[config.mk]
export PLATFORM = sky130hd
export DESIGN_NAME = pulse_capture
export DESIGN_NICKNAME = d
export VERILOG_FILES = /design/src/rtl/pcap_pkg.sv /design/src/rtl/pcap_sync_edge.sv /design/src/rtl/pcap_timebase.sv /design/src/rtl/pcap_edge_div.sv /design/src/rtl/pulse_capture.sv
export SDC_FILE = /design/constraint.sdc
export NUM_CORES = 1
export LEC_CHECK = 0
export BUFFER_PORTS_ARGS = -buffer_cell sky130_fd_sc_hd__buf_2
export CORE_UTILIZATION = 45
export DETAILED_ROUTE_END_ITERATION = 16
export GPL_TIMING_DRIVEN = 0
export PLACE_DENSITY = 0.66
export SETUP_SLACK_MARGIN = 0.2
export SYNTH_ARGS = -nofsm -noshare
export SYNTH_HDL_FRONTEND = slang
export SYNTH_HIERARCHICAL = 1
export SYNTH_SLANG_ARGS = --single-unit
[constraint.sdc]
create_clock -name clk -period 1.9 [get_ports clk]
set_input_delay 0.095 -clock clk [delete_from_list [all_inputs] [get_ports clk]]
set_output_delay 0.095 -clock clk [all_outputs]
set_load 0.02 [all_outputs]
[src/rtl/pcap_pkg.sv]
package pcap_pkg;

    typedef enum logic [1:0] {
        EDIV_1 = 2'd0,
        EDIV_2 = 2'd1,
        EDIV_4 = 2'd2,
        EDIV_8 = 2'd3
    } ediv_e;

    localparam int NUM_CH = 2;

    // last edge count value before a capture fires
    function automatic logic [2:0] ediv_last(ediv_e code);
        logic [2:0] one;
        one = 3'd1;
        return (one << code) - 3'd1;
    endfunction

endpackage

[src/rtl/pcap_sync_edge.sv]
module pcap_sync_edge (
    input  logic       clk,
    input  logic       rst_n,
    input  logic [1:0] pins_i,
    input  logic       load_i,
    input  logic       sel_i,
    output logic       rise_o,
    output logic       fall_o
);
    typedef struct packed {
        logic [1:0] s1;
        logic [1:0] s2;
        logic       sel;
        logic       prev;
    } se_s;

    se_s q, d;
    logic lvl;

    always_comb begin
        d      = q;
        d.s1   = pins_i;
        d.s2   = q.s1;
        lvl    = q.s2[q.sel];
        rise_o = lvl & ~q.prev;
        fall_o = ~lvl & q.prev;
        d.prev = lvl;
        if (load_i) begin
            d.sel  = sel_i;
            d.prev = q.s1[sel_i];
        end
    end

    always_ff @(posedge clk or negedge rst_n) begin
        if (!rst_n) q <= '0;
        else        q <= d;
    end
endmodule

[src/rtl/pcap_timebase.sv]
module pcap_timebase #(
    parameter int CNT_W = 16,
    parameter int PSC_W = 8
) (
    input  logic             clk,
    input  logic             rst_n,
    input  logic             load_i,
    input  logic             halt_i,
    input  logic [PSC_W-1:0] psc_i,
    input  logic [CNT_W-1:0] reload_i,
    output logic             run_o,
    output logic [CNT_W-1:0] cnt_o,
    output logic [CNT_W-1:0] rel_o
);
    typedef struct packed {
        logic             run;
        logic [PSC_W-1:0] psc;
        logic [PSC_W-1:0] pcnt;
        logic [CNT_W-1:0] rel;
        logic [CNT_W-1:0] cnt;
    } tb_s;

    tb_s q, d;

    always_comb begin
        d = q;
        if (halt_i) begin
            d.run = 1'b0;
        end else if (load_i) begin
            d.run  = 1'b1;
            d.psc  = psc_i;
            d.rel  = reload_i;
            d.pcnt = '0;
            d.cnt  = '0;
        end else if (q.run) begin
            if (q.pcnt == q.psc) begin
                d.pcnt = '0;
                d.cnt  = (q.cnt == q.rel) ? '0 : q.cnt + 1'b1;
            end else begin
                d.pcnt = q.pcnt + 1'b1;
            end
        end
    end

    always_ff @(posedge clk or negedge rst_n) begin
        if (!rst_n) q <= '0;
        else        q <= d;
    end

    assign run_o = q.run;
    assign cnt_o = q.cnt;
    assign rel_o = q.rel;
endmodule

[src/rtl/pcap_edge_div.sv]
module pcap_edge_div
    import pcap_pkg::*;
(
    input  logic       clk,
    input  logic       rst_n,
    input  logic       load_i,
    input  logic [1:0] code_i,
    input  logic       en_i,
    input  logic       edge_i,
    output logic       fire_o
);
    typedef struct packed {
        logic [1:0] code;
        logic [2:0] n;
    } ed_s;

    ed_s q, d;

    always_comb begin
        d      = q;
        fire_o = en_i & edge_i & (q.n == ediv_last(ediv_e'(q.code)));
        if (load_i) begin
            d.code = code_i;
            d.n    = '0;
        end else if (en_i && edge_i) begin
            d.n = fire_o ? 3'd0 : q.n + 3'd1;
        end
    end

    always_ff @(posedge clk or negedge rst_n) begin
        if (!rst_n) q <= '0;
        else        q <= d;
    end
endmodule

[src/rtl/pulse_capture.sv]
module pulse_capture
    import pcap_pkg::*;
#(
    parameter int CNT_W = 16,
    parameter int PSC_W = 8
) (
    input  logic             clk,
    input  logic             rst_n,
    input  logic             start,
    input  logic             stop,
    input  logic             cfg_src,
    input  logic [PSC_W-1:0] cfg_psc,
    input  logic [CNT_W-1:0] cfg_reload,
    input  logic [1:0]       cfg_ediv,
    input  logic             pin_a,
    input  logic             pin_b,
    output logic             running,
    output logic             snap_valid,
    input  logic             snap_ready,
    output logic [CNT_W-1:0] snap_rise,
    output logic [CNT_W-1:0] snap_fall,
    output logic             overrun
);
    typedef struct packed {
        logic [CNT_W-1:0] cap_a;
        logic [CNT_W-1:0] cap_b;
        logic             sv;
        logic [CNT_W-1:0] sa;
        logic [CNT_W-1:0] sb;
        logic             ovr;
    } cap_s;

    cap_s q, d;

    logic              load_w;
    logic              rise_w, fall_w;
    logic [NUM_CH-1:0] edge_w;
    logic [NUM_CH-1:0] fire_w;
    logic [CNT_W-1:0]  count_w;
    logic [CNT_W-1:0]  reload_w;

    assign load_w = start & ~stop;
    assign edge_w = {fall_w, rise_w};

    pcap_sync_edge u_sync (
        .clk    (clk),
        .rst_n  (rst_n),
        .pins_i ({pin_b, pin_a}),
        .load_i (load_w),
        .sel_i  (cfg_src),
        .rise_o (rise_w),
        .fall_o (fall_w)
    );

    pcap_timebase #(.CNT_W(CNT_W), .PSC_W(PSC_W)) u_tbase (
        .clk      (clk),
        .rst_n    (rst_n),
        .load_i   (load_w),
        .halt_i   (stop),
        .psc_i    (cfg_psc),
        .reload_i (cfg_reload),
        .run_o    (running),
        .cnt_o    (count_w),
        .rel_o    (reload_w)
    );

    for (genvar ch = 0; ch < NUM_CH; ch++) begin : g_chan
        pcap_edge_div u_div (
            .clk    (clk),
            .rst_n  (rst_n),
            .load_i (load_w),
            .code_i (cfg_ediv),
            .en_i   (running),
            .edge_i (edge_w[ch]),
            .fire_o (fire_w[ch])
        );
    end

    always_comb begin
        d = q;
        if (fire_w[1]) d.cap_b = count_w;
        if (q.sv && snap_ready) d.sv = 1'b0;
        if (fire_w[0]) begin
            d.cap_a = count_w;
            if (q.sv && !snap_ready) d.ovr = 1'b1;
            d.sv = 1'b1;
            d.sa = count_w;
            d.sb = q.cap_b;
        end
        if (load_w) begin
            d.cap_a = '0;
            d.cap_b = '0;
            d.sv    = 1'b0;
            d.ovr   = 1'b0;
        end
    end

    always_ff @(posedge clk or negedge rst_n) begin
        if (!rst_n) q <= '0;
        else        q <= d;
    end

    assign snap_valid = q.sv;
    assign snap_rise  = q.sa;
    assign snap_fall  = q.sb;
    assign overrun    = q.ovr;
endmodule

# After elaboration in Yosys (flattened, before gate mapping)
# Index checks and enable logic that the tools add are counted.
[op_classes] addsub=5 n_lt_le_gt_ge=2 n_eq_ne=4 n_shift=1 n_mux=26 n_bitwise=10 reduce_logical=18
[ops] op="$mux 16" n=5
[ops] op="$mux 34" n=1
[ops] op="$mux 8" n=3
[ops] op="$mux 3" n=6
[ops] op="$mux 17" n=1
[ops] op="$add 16x1->16 const B" n=1
[ops] op="$eq 16x16->1" n=1
[ops] op="$reduce_bool 2->1" n=8
[ops] op="$mux 1" n=9
[ops] op="$mux 9" n=1
[ops] op="$add 8x1->8 const B" n=1
[ops] op="$eq 8x8->1" n=1
[ops] op="$and 1x1->1" n=7
[ops] op="$add 3x1->3 const B" n=2
[ops] op="$eq 3x3->1" n=2
[ops] op="$reduce_and 2->1" n=3
[ops] op="$logic_and 1x1->1" n=4
[ops] op="$lt 1x2->1 const B" n=2
[ops] op="$not 1->1" n=3
[ops] op="$reduce_and 3->1" n=1
[ops] op="$reduce_bool 3->1" n=1
[ops] op="$shl 1x2->3 const A" n=1
[ops] op="$sub 3x1->3 const B" n=1
[ops] op="$logic_not 1->1" n=1
[totals] ff_bits=113 input_bits=34 output_inout_bits=35 elab_cells=83

# Depth between registers and ports, before layout
[depth] depth_word=9 depth_mapped=11 depth_no_buf=7

# Modules after synthesis
# Netlist, hierarchy kept.
[by_module_without_submodules] mod="pcap_timebase" n_inst=1 cells_each=268 area_per_inst_um2=2872.8 seq_area_each_um2=1226.2
[by_module_without_submodules] mod="pulse_capture" n_inst=1 cells_each=161 area_per_inst_um2=2324.7 seq_area_each_um2=1251.2
[by_module_without_submodules] mod="pcap_edge_div" n_inst=2 cells_each=33 area_per_inst_um2=310.3 seq_area_each_um2=125.1
[by_module_without_submodules] mod="pcap_sync_edge" n_inst=1 cells_each=12 area_per_inst_um2=201.4 seq_area_each_um2=150.1

# Worst setup path after synthesis
# Ideal clock, no wire load.
[synth_timing] kind="input to register" start="in start" end="reg u_tbase.q, in the netlist u_tbase/cnt_o[14]" setup_ps=65 arrival_time_ps=1832 t_required_ps=1835 slack_ps=3 stages=10 n_path_buf=3 cell_sequence="nor2b_1 buf_2 buf_4 buf_6 nor2_1 or2_2 clkinv_4 nand3_1 o41ai_1 a22o_2"
[synth_between] elab_chain_len=3
[synth_lines] item="start: declaration" line="pulse_capture.sv:9" source="input logic start,"
[synth_lines] item="$and 1x1->1 *" line="pulse_capture.sv:42" source="assign load_w = start & ~stop;"
[synth_lines] item="net load_w" line="pulse_capture.sv:35" source="logic load_w;"
[synth_lines] item="$reduce_bool 2->1 (no line)"
[synth_lines] item="$reduce_and 3->1 (no line)"
[synth_lines] item="end signal: assignment" line="pcap_timebase.sv:46" source="if (!rst_n) q <= '0;"
[synth_lines] item="end signal: assignment" line="pcap_timebase.sv:47" source="else q <= d;"
[synth_lines] item="end: declaration" line="pcap_timebase.sv:23" source="tb_s q, d;"
# The timed path passes the listed nets; every way through them passes the cells marked *.
# A chain may end at the register's enable or synchronous reset.

# Worst setup path after layout
[layout_timing] start="reg g_chan[0].u_div/q[3] (netlist bit)" end="reg q, in the netlist snap_rise[13]"
[layout_between] elab_chain_len=4
[layout_lines] item="start: declaration" line="pcap_edge_div.sv:17" source="ed_s q, d;"
[layout_lines] item="start signal: assignment" line="pcap_edge_div.sv:31" source="if (!rst_n) q <= '0;"
[layout_lines] item="start signal: assignment" line="pcap_edge_div.sv:32" source="else q <= d;"
[layout_lines] item="$shl 1x2->3"
[layout_lines] item="$sub 3x1->3" line="pcap_pkg.sv:16" source="return (one << code) - 3'd1;"
[layout_lines] item="$eq 3x3->1" line="pcap_edge_div.sv:21" source="fire_o = en_i & edge_i & (q.n == ediv_last(ediv_e'(q.code)));"
[layout_lines] item="$and 1x1->1" line="pcap_edge_div.sv:21"
[layout_lines] item="net fire_w[0]" line="pulse_capture.sv:38" source="logic [NUM_CH-1:0] fire_w;"
[layout_lines] item="end signal: assignment" line="pulse_capture.sv:99" source="if (!rst_n) q <= '0;"
[layout_lines] item="end signal: assignment" line="pulse_capture.sv:100" source="else q <= d;"
[layout_lines] item="end: declaration" line="pulse_capture.sv:33" source="cap_s q, d;"
# The timed path passes the listed nets, and every way through them passes these cells.

==> results.toml <==
[grt]
grt_max_degree = 98
grt_pass1_vias = 4314
grt_pass1_wl_um = 21900
grt_use_total_pct = 21.5
antenna_found_initial = 0
grt_overflow = 0

[drt]
ant_nets = 0
highest_layer = "met4"
wl_per_cell_um = 15.6
dr.first_iter.drc_count = 155
met2_length_um = 6370
remaining_drc_errors = 0
vias = 4253
avgViaCountPerCell = 5.11
first_pass_iters = 4
routed_wl_um = 13000
dr_wl_met3_um = 459
m1WireLength_um = 5900

[synth]
syn-cell-area_um2 = 5900
postSynthAreaPerCell_um2 = 12.0
post_synth_inst_count = 491
syn_nets = 529
ys.warnings.count = 6

[clock_network]
cts_num_sinks = 115
clk_pin_slew_ns = 0.05
tritoncts = "done"
cts_buffer_depth = 2
h-tree-depth = 4
cts_made_buffers = 17
root_buffer = "clkbuf_16"
clk_latency_ns = 0.41

[run_status]
outcome = "complete, but fails checks"
failed_checks = "negative setup slack"

[worst_setup_path]
slowest_stage = "dfrtp_1"
start_kind = "register"
r2r_start = "g_chan[0].u_div/q[3]"
r2r_cells = 7
critical-path-max-stage-delay_ns = 0.48
cp.required_ns = 2.19
crit_chain = "nor2_1 > and4_1 > a311oi_2 > nor2_1 > buf_6 > buf_12 > mux2_4"
path_common_cell = "nor2_1"
crit_path_max_fanout = 10
setup.worst_path.class = "register to register"
end_kind = "register"
critPathArrivalTime_ns = 2.20
startpoint = "g_chan[0].u_div/q[3]"
regToRegEndpoint = "snap_rise[13]"
r2r_setup_slack_ns = -0.01
endpoint = "snap_rise[13]"

[placed_design]
dp_hpwl_um = 8020
place_congestion = 0.875
port_buffers = 68
postPlaceCellArea_um2 = 6530

[sta]
clock_skew_ns = 0.00457
hold_violations = 0
fin_setup_tns_ns = -0.0480
fin_crit_sh_pct = 101
rsz0062_at_grt = "true"
hold_ws_ns = 0.0923
setup_viol = 10
worstMarginPinSlew_ns = 0.483
period_minus_slack_ns = 1.91
drv_slew = 0
relSlewSlack_pct = 67.8
fmax_mhz = 524
layout_setup_ws_ns = -0.00980

[die]
die_width_um = 117
design.die.area_um2 = 13600
fp.dieH_um = 117
core_area_um2 = 12700
rows = 41
start_util_pct = 46.4
ioPinCount = 69

[power_and_ir_drop]
pwr_density_cell_nw_per_um2 = 984
ir_drop_mv = 0.485
leakage_nw = 3.64

[worst_hold_path]
hp-class = "input port to async pin"

[layout]
drive_gt1_share_pct = 48.9
final_common_cell = "dfrtp_1"
nNetsFinal = 686
stdcell_area_um2 = 7920
mostFrequentLayoutCells = "103 x dfrtp_1, 77 x buf_4, 71 x buf_2"
multi_input_area_um2 = 2620
seq_area_um2 = 2890
syn_to_final_growth_pct = 34.3
fillCellCount = 1049
n_antenna_cell = 0

[job]
cap_violations = 0
==> area by class of cell <==
class	instances	share of cell area, %
repair buffers	138	13.3
inverters	9	0.490
multi-input cells	299	33.1
clock buffers	25	6.13
plain buffers	68	7.46
well taps	172	2.72
clock inverters	6	0.379
flip-flops and latches	115	36.5
==> repair_timing <==
action	in CTS	in global routing
endpoints found under the hold margin	148	0
hold buffers	31	0
resized for setup	38	23
gates cloned	4	1
setup endpoints to repair	82	74
pin swaps	25	13
setup buffers	28	5
==> layer usage <==
layer / vias up / GRT usage [%]
met5: - / 0
met2: 107 / 34.6
met3: 24 / 5.19
met4: 0 / 9.91
met1: 2094 / 27.5
li1: 2028 / -
==> state kept, by name, summed over array words and instances, names as in the netlist <==
signal          count
g_chan.u_div/q     10
overrun             1
q                  16
snap_fall          16
snap_rise          16
snap_valid          1
u_sync/d            2
u_sync/q            4
u_tbase/cnt_o      16
u_tbase/q          16
u_tbase/rel_o      16
u_tbase/run_o       1
==> per-stage QoR <==
step / power (mW) / utilization, % / worst slack (ns) / std cells
floorplan: 4.35 / - / 0.0969 / 491
global placement: 4.76 / 51.0 / -0.640 / 731
detailed placement: 4.83 / 51.3 / -0.303 / 732
CTS: 7.82 / 61.3 / -0.00629 / 826
global route: 8.23 / 62.3 / -0.128 / 832
finish: 7.80 / 62.3 / -0.00980 / 832
==> worst min path at each step <==
stage,start,slack [ns],to,cells past startpoint
after floorplan,rst_n,-0.20,g_chan[0].u_div/q[0],0
after global placement,pin_a,0.21,u_sync/d[2],1
after detailed placement,rst_n,-0.05,u_tbase/q[40],1
after CTS,rst_n,0.08,u_sync/q[1],2
after global routing,rst_n,0.09,u_tbase/q[41],2
final,rst_n,0.09,u_tbase/q[40],2
==> where the power goes <==
group	switching, mW	total (mW)	internal, mW
Combinational	0.842	1.90	1.06
Sequential	0.298	3.13	2.83
Clock	1.02	2.77	1.74
Total	2.16	7.80	5.63
==> worst max-delay path, delay by kind of cell, from the launching register on <==
kind                   cells  cell delay, ns
AND/OR/NAND/NOR            3            0.45
flip-flops                 1            0.48
multiplexers               1            0.30
AO/OA/AOI/OAI              1            0.25
buffers and inverters      2            0.31
(Power assumes the default switching activity.)
